--- src/rtl/wr_pkg.sv ---
package wr_pkg;
    typedef enum logic [2:0] {
        ADDR_TONE_A = 3'd0,
        ADDR_TONE_B = 3'd1,
        ADDR_WARBLE = 3'd2,
        ADDR_CTRL   = 3'd3
    } wr_addr_e;

    // control word, bit 0 upward: routing, enable, attenuation
    typedef struct packed {
        logic [1:0] atten;
        logic       enable;
        logic       to_ringer;
    } wr_ctrl_t;

    localparam int CTRL_W = $bits(wr_ctrl_t);
endpackage

--- src/rtl/wr_regs.sv ---
module wr_regs
    import wr_pkg::*;
#(
    parameter int DATA_W = 16,
    parameter int DIV_W  = 12,
    parameter int WARB_W = 16
) (
    input  logic              clk,
    input  logic              rst_n,
    input  logic              wr_en,
    input  logic [2:0]        wr_addr,
    input  logic [DATA_W-1:0] wr_data,
    output logic [DIV_W-1:0]  div_a,
    output logic [DIV_W-1:0]  div_b,
    output logic [WARB_W-1:0] warble,
    output wr_ctrl_t          ctrl
);
    typedef struct packed {
        logic [DIV_W-1:0]  a;
        logic [DIV_W-1:0]  b;
        logic [WARB_W-1:0] w;
        wr_ctrl_t          c;
    } regs_t;

    regs_t st_d, st_q;

    always_comb begin
        st_d = st_q;
        if (wr_en) begin
            case (wr_addr)
                ADDR_TONE_A: st_d.a = wr_data[DIV_W-1:0];
                ADDR_TONE_B: st_d.b = wr_data[DIV_W-1:0];
                ADDR_WARBLE: st_d.w = wr_data[WARB_W-1:0];
                ADDR_CTRL:   st_d.c = wr_ctrl_t'(wr_data[CTRL_W-1:0]);
                default:     st_d   = st_q;
            endcase
        end
    end

    always_ff @(posedge clk or negedge rst_n) begin
        if (!rst_n) st_q <= '0;
        else        st_q <= st_d;
    end

    assign div_a  = st_q.a;
    assign div_b  = st_q.b;
    assign warble = st_q.w;
    assign ctrl   = st_q.c;
endmodule

--- src/rtl/wr_warble.sv ---
module wr_warble #(
    parameter int WARB_W = 16
) (
    input  logic              clk,
    input  logic              rst_n,
    input  logic              en,
    input  logic [WARB_W-1:0] period,
    output logic              sel
);
    typedef struct packed {
        logic [WARB_W-1:0] cnt;
        logic              sel;
    } warb_t;

    warb_t st_d, st_q;

    always_comb begin
        st_d = st_q;
        if (!en) begin
            st_d = '0;
        end else if (period != '0) begin
            if (st_q.cnt >= period - 1'b1) begin
                st_d.cnt = '0;
                st_d.sel = ~st_q.sel;
            end else begin
                st_d.cnt = st_q.cnt + 1'b1;
            end
        end
    end

    always_ff @(posedge clk or negedge rst_n) begin
        if (!rst_n) st_q <= '0;
        else        st_q <= st_d;
    end

    assign sel = st_q.sel;
endmodule

--- src/rtl/wr_half_cnt.sv ---
module wr_half_cnt #(
    parameter int DIV_W = 12
) (
    input  logic             clk,
    input  logic             rst_n,
    input  logic             en,
    input  logic             sel,
    input  logic [DIV_W-1:0] div_a,
    input  logic [DIV_W-1:0] div_b,
    output logic             sq
);
    typedef struct packed {
        logic [DIV_W-1:0] cnt;
        logic             sq;
    } half_t;

    half_t            st_d, st_q;
    logic [DIV_W-1:0] cur_div;
    logic [DIV_W-1:0] reload;

    always_comb begin
        cur_div = sel ? div_b : div_a;
        reload  = (cur_div == '0) ? '0 : cur_div - 1'b1;
        st_d    = st_q;
        if (!en) begin
            st_d = '0;
        end else if (st_q.cnt == '0) begin
            st_d.sq  = ~st_q.sq;
            st_d.cnt = reload;
        end else begin
            st_d.cnt = st_q.cnt - 1'b1;
        end
    end

    always_ff @(posedge clk or negedge rst_n) begin
        if (!rst_n) st_q <= '0;
        else        st_q <= st_d;
    end

    assign sq = st_q.sq;
endmodule

--- src/rtl/warble_ringer.sv ---
module warble_ringer
    import wr_pkg::*;
#(
    parameter int DATA_W = 16,
    parameter int DIV_W  = 12,
    parameter int WARB_W = 16
) (
    input  logic              clk,
    input  logic              rst_n,
    input  logic              wr_en,
    input  logic [2:0]        wr_addr,
    input  logic [DATA_W-1:0] wr_data,
    output logic              ring_sq,
    output logic              path_ringer,
    output logic              gain_en,
    output logic [1:0]        atten_code
);
    logic [DIV_W-1:0]  div_a, div_b;
    logic [WARB_W-1:0] warble;
    wr_ctrl_t          ctrl;
    logic              tone_sel;
    logic              tone_sq;

    wr_regs #(.DATA_W(DATA_W), .DIV_W(DIV_W), .WARB_W(WARB_W)) u_regs (
        .clk(clk), .rst_n(rst_n), .wr_en(wr_en), .wr_addr(wr_addr),
        .wr_data(wr_data), .div_a(div_a), .div_b(div_b),
        .warble(warble), .ctrl(ctrl)
    );

    wr_warble #(.WARB_W(WARB_W)) u_warb (
        .clk(clk), .rst_n(rst_n), .en(ctrl.enable),
        .period(warble), .sel(tone_sel)
    );

    wr_half_cnt #(.DIV_W(DIV_W)) u_tone (
        .clk(clk), .rst_n(rst_n), .en(ctrl.enable), .sel(tone_sel),
        .div_a(div_a), .div_b(div_b), .sq(tone_sq)
    );

    assign ring_sq     = tone_sq & ctrl.to_ringer;
    assign path_ringer = ctrl.to_ringer;
    assign gain_en     = ctrl.enable;
    assign atten_code  = ctrl.atten;
endmodule

--- config.mk ---
export PLATFORM = sky130hd
export DESIGN_NAME = warble_ringer
export DESIGN_NICKNAME = d
export VERILOG_FILES = /design/src/rtl/wr_pkg.sv /design/src/rtl/wr_regs.sv /design/src/rtl/wr_warble.sv /design/src/rtl/wr_half_cnt.sv /design/src/rtl/warble_ringer.sv
export SDC_FILE = /design/constraint.sdc
export NUM_CORES = 1
export LEC_CHECK = 0
export ABC_AREA = 1
export BUFFER_PORTS_ARGS = -buffer_cell sky130_fd_sc_hd__buf_2
export CORE_UTILIZATION = 45
export DETAILED_ROUTE_END_ITERATION = 8
export GPL_TIMING_DRIVEN = 0
export HOLD_SLACK_MARGIN = 0.1
export PLACE_DENSITY = 0.64
export SLEW_MARGIN = 10
export SYNTH_ARGS = -nofsm -noshare
export SYNTH_HDL_FRONTEND = slang
export SYNTH_SLANG_ARGS = --single-unit
--- constraint.sdc ---
create_clock -name clk -period 4.8 [get_ports clk]
set_input_delay 0.24 -clock clk [delete_from_list [all_inputs] [get_ports clk]]
set_output_delay 0.24 -clock clk [all_outputs]
set_load 0.05 [all_outputs]
After elaboration in Yosys (flattened, before gate mapping)
Cells that the tools add are included.
{ "op_classes": {"eq_ne": 6, "magnitude_cmp": 1, "n_reduce_logical": 9, "muxes": 9, "n_bitwise": 3, "add_sub_neg": 4} }
{ "op_table": {"columns": ["cell", "count"], "rows": [
  ["12-bit 2-to-1 mux", 3],
  ["17-bit 2-to-1 mux", 2],
  ["12-bit zero test", 2],
  ["12-bit by 1-bit subtractor with 12-bit output (second input constant)", 2],
  ["16-bit by 1-bit adder with 16-bit output (second input constant)", 1],
  ["16-bit greater-or-equal comparator", 1],
  ["16-bit 2-to-1 mux", 1],
  ["16-bit nonzero test", 1],
  ["16-bit by 1-bit subtractor with 16-bit output (second input constant)", 1],
  ["13-bit 2-to-1 mux", 1],
  ["2-bit AND reduction", 5],
  ["3-bit by 2-bit == test with 1-bit output (second input constant)", 2],
  ["2-bit by 1-bit inequality test with 1-bit output (second input constant)", 3],
  ["3-bit by 1-bit == test with 1-bit output (second input constant)", 1],
  ["3-bit zero test", 1],
  ["1-bit 2-to-1 mux", 2],
  ["1-bit inverter", 2],
  ["1-bit bitwise AND", 1]
]} }
{ "word_totals": {"regBits": 74, "word_cells": 42} }

Longest topological paths before layout
{ "depth": {"depth_word": 5, "ltp_mapped": 21, "mapped_depth_nobuf": 20} }

Hierarchy
A second synthesis with hierarchy kept.
{ "hier_totals": {"hier_cells": 704, "hier_area_um2": 5056.1} }
{ "modules_own_cells": {"columns": ["module", "seq_area_each_um2", "instances", "cells_per_inst", "area_per_inst_um2"], "rows": [
  ["wr_warble", 425.4, 1, 258, 1780.5],
  ["wr_regs", 1101.1, 1, 200, 1773.0],
  ["wr_half_cnt", 325.3, 1, 244, 1495.2],
  ["warble_ringer", 0.0, 1, 2, 7.5]
]} }

Worst setup path before layout
OpenSTA, ideal clock, no wires.
{ "synth_path": {"kind": "flip-flop to flip-flop", "start": "reg u_regs.st_q, in the netlist u_regs.warble[6]", "end": "reg u_warb.st_q[10] (netlist bit)", "required_ps": 4729, "setup_ps": 71, "stages_incl_launch_ff": 15, "period_less_slack_ps": 2470, "arrival_ps": 2399, "path_buffers": 1, "slack_ps": 2330, "path_cell_list": "dfrtp_1 > or2_1 > nor3_2 > nand2_1 > nor3_1 > xor2_1 > ha_1 > a211oi_1 > nand2_1 > nor2_1 > nand2_1 > nand2_2 > inv_2 > buf_6 > nor2_1"} }
{ "synth_between": {"elab_chain_len": 5, "word_cells_on_any_way": 7, "classes_between": "1 x add/sub; 1 x order compare; 1 x eq/ne; 3 x mux; 1 x reduce/logical"} }
{ "synth_lines": {"columns": ["element", "line_no", "text"], "rows": [
  ["start: declaration", "wr_regs.sv:25", "regs_t st_d, st_q;"],
  ["start signal: assignment", "wr_regs.sv:42", "else st_q <= st_d;"],
  ["16-bit by 1-bit subtractor with 16-bit output", "wr_warble.sv:22", "if (st_q.cnt >= period - 1'b1) begin"],
  ["16-bit greater-or-equal comparator", "wr_warble.sv:22", null],
  ["16-bit 2-to-1 mux", "wr_warble.sv:22", null],
  ["17-bit 2-to-1 mux", "wr_warble.sv:21", "end else if (period != '0) begin"],
  ["17-bit 2-to-1 mux", "wr_warble.sv:19", "if (!en) begin"],
  ["end signal: assignment", "wr_warble.sv:33", "else st_q <= st_d;"],
  ["end: declaration", "wr_warble.sv:15", "warb_t st_d, st_q;"]
]} }
Parallel ways exist; a longest one is shown, timed or not. The select of a mux whose other input is x is not followed.
A chain may end at the register's enable or synchronous reset.

Final worst setup path
{ "layout_path": {"start": "reg u_regs.st_q, in the netlist u_regs.warble[2]", "end": "reg u_warb.st_q[4] (netlist bit)"} }
The elaborated chain is that of the path after synthesis.

==> impl_results.rst <==
.. list-table::
   :header-rows: 1

   * - Metric
     - Value
   * - Number of global-route vias before repair
     - 3879
   * - Number of nets in the synthesized netlist
     - 685
   * - WL per Instance
     - 13.7 um
   * - Area of the multi-input gates
     - 0.00250 mm^2
   * - Relative slew margins
     - 64.9%
   * - Critical path start-end classification
     - register to register
   * - Util after Layout
     - 51.8%
   * - Total vias in the final route
     - 4143
   * - IO Port Bufs
     - 26
   * - Critical-path top delay cell
     - sky130_fd_sc_hd__dfrtp_1
   * - CTS sink count
     - 74
   * - Type of element launching the critical path
     - register
   * - Max Cap Violations
     - 0
   * - Ports
     - 27
   * - Least-Margin Pin Slew
     - 0.526 ns
   * - Hold Vio Cnt, Final
     - 0
   * - Clock insertion delay at the later pin of the skew report
     - 0.37 ns
   * - Total area of sequential cells
     - 0.00185 mm^2
   * - GRT Residual Overflow
     - 0
   * - Number of filler cells placed in the layout
     - 997
   * - Largest stage delay on the critical path
     - 0.44 ns
   * - Worst hold margin
     - 0.117 ns
   * - Initial Util
     - 46.5%
   * - Cell type with the highest occurrence count on the critical path
     - sky130_fd_sc_hd__nand2_1
   * - Post-layout min period
     - 2.87 ns
   * - HP Start
     - wr_data[12]
   * - CP Capture Type
     - register
   * - Final Setup Violations
     - 0
   * - Placer's final routability congestion estimate
     - 0.883
   * - Fin nets
     - 724
   * - Die footprint
     - 0.0111 mm^2
   * - TritonCTS Buffers
     - 9
   * - RSZ-0062 raised after global routing
     - no
   * - Required time at the worst-slack endpoint
     - 5.10 ns
   * - Post-Syn Instances
     - 641
   * - Post-synthesis instance area
     - 0.00480 mm^2
   * - Post-CTS clock slew at the launch and capture registers of the worst setup and hold paths
     - 0.08 ns
   * - Die Span Y
     - 105 um
   * - Post-Syn Area per Cell
     - 7.49 um^2
   * - Initial drt markers
     - 258
   * - Accumulated negative setup slack
     - 0 ns
   * - Number of warnings issued by yosys
     - 0
   * - Final-report max-slew violation count
     - 0
   * - Antenna viol nets, final
     - 0
   * - Proportion of synthesized chip area in sequential cells
     - 38.6%
   * - Path type of the worst min-delay path
     - input pin to register
   * - Core Footprint
     - 0.0103 mm^2
   * - Overall track demand over capacity in global routing
     - 21.9%
   * - Placed instance count
     - 804
   * - Max Fclk
     - 348 MHz
   * - Primary flip-flop cell chosen by synthesis mapping
     - sky130_fd_sc_hd__dfrtp_1
   * - Post-synthesis register bit count
     - 74
   * - Critical path cell sequence
     - nor2_1 -> nand3_1 -> nor3_2 -> nand2_1 -> nor3_1 -> xor2_1 -> ha_1 -> nand2_1 -> inv_1 -> o21ai_0 -> nand2_1 -> nor2_1 -> nand2_1 -> nand2_2 -> inv_2 -> buf_6 -> nor2_1
   * - Delay-heaviest family, CP
     - simple AND/OR/NAND/NOR gates
   * - Fraction of synthesis flops using an asynchronous set or reset pin
     - 100%
   * - Number of enable flip-flop cells after synthesis
     - 0
   * - Final standard cell count with taps included and fillers excluded
     - 821
   * - Resized cells post-CTS
     - 0
   * - Largest fanout of any net on the critical path
     - 10
   * - Number of buffers between clock root and the deepest sink
     - 2
   * - Commonest cells after routing, fill and taps aside
     - sky130_fd_sc_hd__nand2_1, sky130_fd_sc_hd__inv_1, sky130_fd_sc_hd__dfrtp_1
   * - Clock tree from TritonCTS
     - yes
   * - Path depth of the worst reg2reg path
     - 17
   * - Share of post-route cells with drive strength above 1
     - 14.7%
   * - Leakage power summed over all cells
     - 2.82 nW
   * - CP Buf/Inv Count
     - 3
   * - Number of H-tree branching levels
     - 3
   * - Largest vdd supply drop
     - 245 uV
   * - Post-route fraction of the period consumed by the critical path
     - 59.8%
   * - Chip width
     - 105 um
   * - Leading cell type in the layout, fill and taps excluded
     - sky130_fd_sc_hd__nand2_1
   * - Arrival time at the worst endpoint
     - 3.17 ns
   * - Hold Path Depth
     - 2
   * - Number of vias per cell after detailed routing
     - 5.05
   * - Startpoint of the worst register-to-register path
     - u_regs.warble[2]
   * - Critical path depth
     - 17
   * - Diode count
     - 0
   * - Area growth from synthesis to layout
     - 11.3%
   * - Detailed-route DRC error count
     - 0
   * - DR pass1 iterations
     - 7
   * - Area fraction of the dominant cell type after synthesis
     - 38.6%
   * - Initial antenna violation count
     - 0
   * - Run status
     - finished clean
   * - Power density of the placed cells
     - 450 mW/mm^2
   * - Crit path from
     - u_regs.warble[2]
   * - Yosys top cell by area
     - sky130_fd_sc_hd__dfrtp_1
   * - First-pass GRT wire length
     - 19100 um
   * - Synth area leaders
     - sky130_fd_sc_hd__dfrtp_1, sky130_fd_sc_hd__nand2_1, sky130_fd_sc_hd__inv_1
   * - Largest net degree at the start of global routing
     - 62
   * - Post-DP HPWL
     - 8410 um
   * - Row count
     - 37
   * - Number of distinct library cells after synthesis
     - 38
   * - CTS root buf
     - sky130_fd_sc_hd__clkbuf_8
   * - Post-layout total power
     - 0.00240 W
   * - Post-Route WL
     - 11300 um
   * - Clock Skew
     - 0.0113 ns
path summary, 6_finish.rpt:
kind                                           to  slack [ns]
worst min-delay path            u_regs.warble[12]        0.12
worst min register to register          u_tone.sq        0.48
worst max-delay path               u_warb.st_q[4]        1.93
min in group asynchronous         u_regs.div_a[8]        0.26
worst max register to register     u_warb.st_q[4]        1.93
max in group asynchronous         u_warb.st_q[15]        3.96
through the flow:
stage	worst slack (ns)	cell area [um^2]
6_report	1.93	5350
5_1_grt	1.49	5350
4_1_cts	1.93	5350
3_5_place_dp	1.94	5130
3_3_place_gp	1.98	5100
2_1_floorplan	2.33	4800
routing by layer:
layer | routed length (um) | GRT usage, % | vias up
li1 | - | - | 2112
met1 | 5570 | 30.9 | 1941
met2 | 5170 | 34.4 | 77
met3 | 369 | 2.47 | 13
met4 | 166 | 8.65 | 0
met5 | 0 | 0 | -
kinds of logic (layout without fill, tap and decap cells):
family          after synthesis  in the layout  share of synthesized area [%]
flops                        74             74                           38.6
mux                           1              1                          0.234
buf+inv                     111            155                           9.40
simple gates                319            319                           31.7
xor+xnor                     25             25                           4.56
fa+ha+maj                    22             22                           5.73
compound gates               89             89                           9.79
power breakdown:
part	switching, W	internal (W)	total [W]
clock network	0.000266	0.000245	0.000510
logic	0.000688	0.000378	0.00107
registers	0.0000981	0.000730	0.000828
state kept, by name, indices dropped and copies added (netlist names):
register and count:
u_regs.div_a 12, u_tone.st_q 12, u_regs.div_b 12, u_warb.sel 1, u_regs.warble 16, u_warb.st_q 16, u_regs.ctrl 4, u_tone.sq 1
what timing repair did:
action	in CTS	in global routing
setup buffers	0	0
hold buffers	1	0
hold endpoints to repair	74	0
synthesized netlist by cell type (3+ instances only):
cell type,count
sky130_fd_sc_hd__or2_2,3
sky130_fd_sc_hd__nand4_1,13
sky130_fd_sc_hd__nand3_2,5
sky130_fd_sc_hd__a21oi_1,20
sky130_fd_sc_hd__ha_1,22
sky130_fd_sc_hd__inv_1,90
sky130_fd_sc_hd__nor2_2,6
sky130_fd_sc_hd__nand3b_1,3
sky130_fd_sc_hd__inv_2,6
sky130_fd_sc_hd__nand2_2,12
sky130_fd_sc_hd__o21ai_2,3
sky130_fd_sc_hd__dfrtp_1,74
sky130_fd_sc_hd__nand3_1,40
sky130_fd_sc_hd__o21ai_0,58
sky130_fd_sc_hd__nand2_1,160
sky130_fd_sc_hd__buf_4,3
sky130_fd_sc_hd__nor3_1,8
sky130_fd_sc_hd__xor2_1,17
sky130_fd_sc_hd__nand2_4,6
sky130_fd_sc_hd__buf_6,3
sky130_fd_sc_hd__clkbuf_1,8
sky130_fd_sc_hd__nor2_1,53
sky130_fd_sc_hd__xnor2_1,8
cell type report:
| class | instances | area share [%] |
|---|---|---|
| well taps | 136 | 3.18 |
| clock inverters | 7 | 1.45 |
| clock buffers | 9 | 2.32 |
| inverters | 96 | 6.74 |
| flip-flops and latches | 74 | 34.6 |
| repair buffers | 28 | 3.18 |
| plain buffers | 15 | 1.71 |
| multi-input cells | 456 | 46.8 |
worst reg2reg max path, delay by kind of cell (launching register included):
kind | cells | cell delay, ns
AO/OA/AOI/OAI | 1 | 0.14
XOR/XNOR | 1 | 0.20
adder cells (fa/ha/maj) | 1 | 0.27
buffers and inverters | 3 | 0.24
flip-flops | 1 | 0.44
AND/OR/NAND/NOR | 11 | 1.50
No activity file was read; power rests on OpenSTA's default activity.
